## src/rtl/xcvr_pkg.sv

```systemverilog
package xcvr_pkg;
  parameter int unsigned HALF_W     = 18;
  parameter int unsigned NUM_HALVES = 2;
  localparam int unsigned BUS_W     = HALF_W * NUM_HALVES;
endpackage

```

## src/rtl/bus_keeper.sv

```systemverilog
module bus_keeper #(
  parameter int unsigned W = 18
) (
  input  logic         clk_i,
  input  logic         rst_ni,
  input  logic [W-1:0] pin_i,
  input  logic [W-1:0] drv_i,
  output logic [W-1:0] val_o
);
  logic [W-1:0] kept_q;

  assign val_o = (pin_i & drv_i) | (kept_q & ~drv_i);

  always_ff @(posedge clk_i or negedge rst_ni) begin
    if (!rst_ni) kept_q <= '0;
    else         kept_q <= val_o;
  end

  // undriven bits keep their level across cycles
  a_r8_keep_level: assert property (@(posedge clk_i) disable iff (!rst_ni)
    (drv_i == '0 && $past(drv_i) == '0) |-> $stable(val_o));
endmodule

```

## src/rtl/path_store.sv

```systemverilog
module path_store #(
  parameter int unsigned W = 18
) (
  input  logic         clk_i,
  input  logic         rst_ni,
  input  logic [W-1:0] d_i,
  input  logic         le_i,
  input  logic         pclk_i,
  input  logic         oe_i,   // already active high
  output logic [W-1:0] q_o,
  output logic [W-1:0] drv_o
);
  logic         pclk_q;
  logic         oe_q;
  logic [W-1:0] st_q;
  logic         rise;
  logic         load;

  assign rise = pclk_i & ~pclk_q;
  assign load = le_i | rise;

  always_ff @(posedge clk_i or negedge rst_ni) begin
    if (!rst_ni) begin
      pclk_q <= 1'b0;
      oe_q   <= 1'b0;
      st_q   <= '0;
    end else begin
      pclk_q <= pclk_i;
      oe_q   <= oe_i;
      if (load) st_q <= d_i;
    end
  end

  assign q_o   = st_q;
  assign drv_o = {W{oe_q}};

  a_r1_transparent: assert property (@(posedge clk_i) disable iff (!rst_ni)
    le_i |=> (q_o == $past(d_i)));

  a_r2_hold: assert property (@(posedge clk_i) disable iff (!rst_ni)
    (!le_i && !(pclk_i && !pclk_q)) |=> $stable(q_o));

  a_r3_capture: assert property (@(posedge clk_i) disable iff (!rst_ni)
    (!le_i && pclk_i && !pclk_q) |=> (q_o == $past(d_i)));

  // enable does not disturb storage
  a_r10_oe_indep: assert property (@(posedge clk_i) disable iff (!rst_ni)
    (!le_i && !pclk_i && oe_i != oe_q) |=> $stable(q_o));
endmodule

```

## src/rtl/xcvr_half.sv

```systemverilog
module xcvr_half #(
  parameter int unsigned W = 18
) (
  input  logic         clk_i,
  input  logic         rst_ni,
  input  logic [W-1:0] a_i,
  input  logic [W-1:0] a_drv_i,
  input  logic [W-1:0] b_i,
  input  logic [W-1:0] b_drv_i,
  input  logic         ab_oe_i,
  input  logic         ab_le_i,
  input  logic         ab_clk_i,
  input  logic         ba_oe_ni,
  input  logic         ba_le_i,
  input  logic         ba_clk_i,
  output logic [W-1:0] b_o,
  output logic [W-1:0] b_oe_o,
  output logic [W-1:0] a_o,
  output logic [W-1:0] a_oe_o
);
  logic [W-1:0] a_eff, b_eff;

  bus_keeper #(.W(W)) u_keep_a (
    .clk_i(clk_i), .rst_ni(rst_ni), .pin_i(a_i), .drv_i(a_drv_i), .val_o(a_eff)
  );
  bus_keeper #(.W(W)) u_keep_b (
    .clk_i(clk_i), .rst_ni(rst_ni), .pin_i(b_i), .drv_i(b_drv_i), .val_o(b_eff)
  );

  path_store #(.W(W)) u_ab (
    .clk_i(clk_i), .rst_ni(rst_ni), .d_i(a_eff), .le_i(ab_le_i),
    .pclk_i(ab_clk_i), .oe_i(ab_oe_i), .q_o(b_o), .drv_o(b_oe_o)
  );
  // B-to-A enable is active low
  path_store #(.W(W)) u_ba (
    .clk_i(clk_i), .rst_ni(rst_ni), .d_i(b_eff), .le_i(ba_le_i),
    .pclk_i(ba_clk_i), .oe_i(~ba_oe_ni), .q_o(a_o), .drv_o(a_oe_o)
  );
endmodule

```

## src/rtl/bus_xcvr36.sv

```systemverilog
module bus_xcvr36
  import xcvr_pkg::*;
#(
  parameter int unsigned HW = xcvr_pkg::HALF_W,
  parameter int unsigned NH = xcvr_pkg::NUM_HALVES,
  localparam int unsigned BW = HW * NH
) (
  input  logic          clk_i,
  input  logic          rst_ni,
  input  logic [BW-1:0] a_i,
  input  logic [BW-1:0] a_drv_i,
  input  logic [BW-1:0] b_i,
  input  logic [BW-1:0] b_drv_i,
  input  logic [NH-1:0] ab_oe_i,
  input  logic [NH-1:0] ab_le_i,
  input  logic [NH-1:0] ab_clk_i,
  input  logic [NH-1:0] ba_oe_ni,
  input  logic [NH-1:0] ba_le_i,
  input  logic [NH-1:0] ba_clk_i,
  output logic [BW-1:0] b_o,
  output logic [BW-1:0] b_oe_o,
  output logic [BW-1:0] a_o,
  output logic [BW-1:0] a_oe_o
);
  for (genvar h = 0; h < NH; h++) begin : g_half
    xcvr_half #(.W(HW)) u_half (
      .clk_i   (clk_i),
      .rst_ni  (rst_ni),
      .a_i     (a_i[h*HW +: HW]),
      .a_drv_i (a_drv_i[h*HW +: HW]),
      .b_i     (b_i[h*HW +: HW]),
      .b_drv_i (b_drv_i[h*HW +: HW]),
      .ab_oe_i (ab_oe_i[h]),
      .ab_le_i (ab_le_i[h]),
      .ab_clk_i(ab_clk_i[h]),
      .ba_oe_ni(ba_oe_ni[h]),
      .ba_le_i (ba_le_i[h]),
      .ba_clk_i(ba_clk_i[h]),
      .b_o     (b_o[h*HW +: HW]),
      .b_oe_o  (b_oe_o[h*HW +: HW]),
      .a_o     (a_o[h*HW +: HW]),
      .a_oe_o  (a_oe_o[h*HW +: HW])
    );
  end

  a_r4_ab_off: assert property (@(posedge clk_i) disable iff (!rst_ni)
    (ab_oe_i == '0) |=> (b_oe_o == '0));

  a_r5_ba_off: assert property (@(posedge clk_i) disable iff (!rst_ni)
    (ba_oe_ni == '1) |=> (a_oe_o == '0));

  a_r5_ba_on: assert property (@(posedge clk_i) disable iff (!rst_ni)
    (ba_oe_ni == '0) |=> (a_oe_o == '1));

  always_comb begin
    if (!rst_ni) begin
      a_r9_reset_clear: assert ((b_o | a_o | b_oe_o | a_oe_o) == '0);
    end
  end
endmodule

```

## config.mk

```make
export PLATFORM = sky130hd
export DESIGN_NAME = bus_xcvr36
export DESIGN_NICKNAME = d
export VERILOG_FILES = /design/src/rtl/xcvr_pkg.sv /design/src/rtl/bus_keeper.sv /design/src/rtl/path_store.sv /design/src/rtl/xcvr_half.sv /design/src/rtl/bus_xcvr36.sv
export SDC_FILE = /design/constraint.sdc
export NUM_CORES = 1
export LEC_CHECK = 0
export BUFFER_PORTS_ARGS = -buffer_cell sky130_fd_sc_hd__buf_2
export CORE_MARGIN = 2
export CORE_UTILIZATION = 50
export DETAILED_ROUTE_END_ITERATION = 10
export HOLD_SLACK_MARGIN = 0.06
export PLACE_DENSITY = 0.88
export SYNTH_ARGS = -nofsm -noshare
export SYNTH_HDL_FRONTEND = slang
export SYNTH_SLANG_ARGS = --single-unit
export TNS_END_PERCENT = 30
```

## constraint.sdc

```tcl
create_clock -name clk_i -period 3.46 [get_ports clk_i]
set_input_delay 0.865 -clock clk_i [delete_from_list [all_inputs] [get_ports clk_i]]
set_output_delay 0.865 -clock clk_i [all_outputs]
set_load 0.005 [all_outputs]
```

Word-level counts from Yosys, hierarchy flattened
Cells that the tools add are included.
{"block": "classes", "bitwise": 30}
{"cell": "18-bit bitwise AND", "count": 8}
{"cell": "18-bit inverter", "count": 4}
{"cell": "18-bit OR", "count": 4}
{"cell": "1-bit inverter", "count": 6}
{"cell": "1-bit bitwise AND", "count": 4}
{"cell": "1-bit OR", "count": 4}
{"block": "totals", "word_cells": 46, "reg_bits": 152, "inputBits": 158}

Depth between registers and ports, before layout
{"block": "depth", "ltp_word": 3, "mapped_depth": 4, "depth_no_buf": 3}

Hierarchy
Synthesis repeated with hierarchy kept, for this count alone.
{"block": "unflattened", "hier_cells": 382, "hier_area_um2": 6553.8}
{"mod": "path_store", "instances": 4, "area_each_um2": 915.9, "seq_area_each_um2": 500.5, "cells_each": 59}
{"mod": "bus_keeper", "instances": 4, "area_each_um2": 720.7, "seq_area_each_um2": 450.4, "cells_each": 36}
{"mod": "xcvr_half", "instances": 2, "area_each_um2": 3.8, "seq_area_each_um2": 0.0, "cells_each": 1}

Worst setup path after synthesis
OpenSTA, ideal clock, no wires.
{"block": "synth_timing", "path_kind": "input-to-reg", "startpoint": "input ab_clk_i[0]", "endpoint": "register g_half[0].u_half.u_ab.st_q[10]", "setup_ps": 125, "cell_stages": 3, "arrival_ps": 1583, "path_buffers": 1, "path_slack_ps": 1752, "cell_sequence": "a21oi_4 > buf_12 > mux2_4"}
{"block": "synth_via", "elab_chain_cells": 2}
{"element": "start: declaration", "line_no": "bus_xcvr36.sv:16", "rtl": "input logic [NH-1:0] ab_clk_i,"}
{"element": "1-bit bitwise AND", "line_no": "path_store.sv:19", "rtl": "assign rise = pclk_i & ~pclk_q;"}
{"element": "1-bit OR", "line_no": "path_store.sv:20", "rtl": "assign load = le_i | rise;"}
{"element": "end signal: assignment", "line_no": "path_store.sv:30", "rtl": "if (load) st_q <= d_i;"}
{"element": "end: declaration", "line_no": "path_store.sv:15", "rtl": "logic [W-1:0] st_q;"}
Every way passes these cells.
A chain may end at the register's enable or synchronous reset.

Final worst setup path
{"block": "layout_timing", "startpoint": "register g_half[1].u_half.u_ab.oe_q", "endpoint": "output b_oe_o[31]"}
{"element": "start: declaration", "line_no": "path_store.sv:14", "rtl": "logic oe_q;"}
{"element": "start signal: assignment", "line_no": "path_store.sv:29", "rtl": "oe_q <= oe_i;"}
{"element": "end: declaration", "line_no": "bus_xcvr36.sv:21", "rtl": "output logic [BW-1:0] b_oe_o,"}
No word-level cell between the ends.

==> flow_summary.yaml <==
worst_hold_path:
  hp-class: "in -> async"
cts:
  htree_num_levels: 4
  insertion_delay_ns: 0.41
  numCtsBuffers: 17
  clock-sinks: 152
  cts_tree: "built"
  cts-root-buf: "clkbuf_16"
  ctsLongestPathBuffers: 2
  cts_resized: 0
  cts_hold_buffers: 0
  post-cts-setup-buffers: 0
  clkTransAtPathRegs_ns: 0.06
finish:
  ff_latch_area_um2: 3800
  nNetsFinal: 786
  final_util: 0.659
  layout-drive-gt1-share: 0.760
  multi_input_area_um2: 1840
  fillers: 881
  syn_to_final_growth_pct: 27.5
  diodes: 0
  stdcell_area_um2: 8010
synthesis:
  synth-edff-count: 0
  ys_seq_area_frac: 0.605
  yosys_warnings: 0
  ys_types: 8
  yosys-top-cells-count: "152 x dfrtp_1, 104 x mux2_2, 72 x buf_4"
  yosys-top-cells-area: "dfrtp_1 61%, mux2_2 19%, mux2_4 9.6%"
  synth.most_common_cell: "dfrtp_1"
  syn-cell-area_um2: 6280
  synth-seq-cells: 152
  yosysTopAreaCellShare: 0.605
  ys.flop_type: "dfrtp_1"
  synth_largest_area_cell: "dfrtp_1"
  async_reset_ff_frac: 1.00
  synth_fp_nets: 540
  postSynthAreaPerCell_um2: 16.4
  netlist_instances: 382
sta:
  hold_viol_final: 0
  finalSetupTns_ns: 0
  whs_ns: 0.379
  finalCritPeriodShare: 0.589
  slew_viol_final: 0
  fin_skew_ns: 0.00778
  fmax_mhz: 490
  worst_pin_slew_ns: 0.754
  period_needed_ns: 2.04
  setup_viol: 0
  slew-limit-headroom: 0.496
  rsz0062_at_grt: "no"
drt:
  drt_iter0_drc: 89
  wl_per_cell_um: 15.5
  drt-total-wl_um: 12600
  via_per_inst: 4.73
  postRouteAntennaNets: 0
  drc: 0
  drtPass1Iterations: 3
  vias: 3826
placed_design:
  place_hpwl_um: 9250
  gp_congestion: 0.765
  portBuffers: 301
  placed_area_um2: 7410
setup_path:
  cp_top_family: "flip-flops"
  end_kind: "output port"
  critical_path_arrival_ns: 1.17
  cpPeakStageDelay_ns: 0.57
  criticalPathCategory: "reg -> out"
  crit_buf_inv: 1
  slowest_stage: "dfrtp_1"
  path_cells: "buf_2"
  startpoint_type: "register"
  crit_required_ns: 2.59
  cp_max_fo: 18
die:
  dieArea_um2: 13500
  io_pins: 302
  dieHeight_um: 116
  rows: 40
  coreArea_um2: 12200
  initial_core_util: 0.517
  die_w_um: 116
grt:
  grt_pass1_vias: 3988
  antenna_found_initial: 0
  grt_max_degree: 68
  grt_overflow: 0
  grtUsageTotal: 0.189
  grt_pass1_wl_um: 19200
power:
  power_density_nw_per_um2: 573
  clkPwrFrac: 0.399
  leakage_nw: 4.03
  vdd_ir_drop_max_mv: 0.330
  power_switching_mw: 1.09
  internal-power_mw: 3.50
  fin_total_pwr_mw: 4.60
  p_comb_frac: 0.144
  swShare: 0.238
  seq_power_share: 0.456
status:
  outcome: "finished clean"
run:
  maxCapViolCount: 0
-- stage by stage --
step / instances / worst slack (ns)
after floorplan: 382 / 1.75
after global placement: 777 / 1.35
after detailed placement: 777 / 1.31
after CTS: 809 / 1.36
after global routing: 809 / 1.27
final: 809 / 1.42
-- sequential cells by signal, indices dropped and copies added (netlist names) --
signal	count
g_half.u_half.u_ab.q_o	36
g_half.u_half.u_ba.q_o	36
g_half.u_half.u_keep_a.kept_q	36
g_half.u_half.u_keep_b.kept_q	36
g_half.u_half.u_ab.oe_q	2
g_half.u_half.u_ab.pclk_q	2
g_half.u_half.u_ba.oe_q	2
g_half.u_half.u_ba.pclk_q	2
-- power groups by stage --
stage	Sequential, mW	Combinational [mW]	Clock (mW)
finish	2.10	0.663	1.83
global route	2.12	0.725	1.96
CTS	2.10	0.676	1.89
global placement	2.11	0.646	0
detailed placement	2.12	0.672	0
floorplan	2.12	0.376	0
-- metal layers --
metal / GRT usage / vias up / wire (um)
met4: 0.0960 / 0 / 340
met2: 0.335 / 190 / 6770
met1: 0.202 / 1873 / 4480
met3: 0.0618 / 26 / 983
met5: 0 / - / 0
li1: - / 1737 / -
-- placed cells by master, fill, tap and decap left out --
| cell | instances |
|---|---|
| buf_2 | 300 |
| dfrtp_1 | 152 |
| mux2_2 | 104 |
| mux2_4 | 40 |
| clkbuf_16 | 17 |
| clkinv_4 | 6 |
| inv_2 | 4 |
| a21oi_4 | 4 |
| inv_1 | 2 |
| bufinv_16 | 2 |
| clkinvlp_4 | 2 |
| clkbuf_8 | 2 |
| clkinv_2 | 2 |
| inv_6 | 1 |
| buf_6 | 1 |
| buf_4 | 1 |
| buf_12 | 1 |
-- path summary, 6_finish.rpt --
check	cells past startpoint	startpoint	end	slack [ns]
max in group asynchronous	2	rst_ni	g_half[1].u_half.u_keep_b.kept_q[14]$_DFF_PN0_	2.23
worst max register to register	3	g_half[0].u_half.u_ba.pclk_q$_DFF_PN0_	g_half[0].u_half.u_ba.q_o[3]$_DFFE_PN0P_	1.94
worst max-delay path	1	g_half[1].u_half.u_ab.oe_q$_DFF_PN0_	b_oe_o[31]	1.42
worst min-delay path	1	rst_ni	g_half[0].u_half.u_ab.q_o[17]$_DFFE_PN0P_	0.38
worst min register to register	1	g_half[0].u_half.u_keep_b.kept_q[17]$_DFF_PN0_	g_half[0].u_half.u_keep_b.kept_q[17]$_DFF_PN0_	0.49
min in group clk_i	1	g_half[0].u_half.u_keep_b.kept_q[17]$_DFF_PN0_	g_half[0].u_half.u_keep_b.kept_q[17]$_DFF_PN0_	0.49
-- layout make-up --
| cell class | instances | area share |
|---|---|---|
| multi-input combinational | 148 | 0.229 |
| tap | 168 | 0.0262 |
| sequential | 152 | 0.475 |
| clock inverter | 13 | 0.0183 |
| inverter | 6 | 0.00281 |
| clock buffer | 19 | 0.0565 |
| timing repair buffer | 303 | 0.192 |
-- logic make-up (layout without fill, tap and decap cells) --
logic type	count (synthesis)	after routing	share of synthesized area
AOI/OAI and AO/OA	4	4	0.0104
buffers and inverters	82	341	0.102
muxes	144	144	0.282
DFF	152	152	0.605
(Power assumes the default switching activity.)
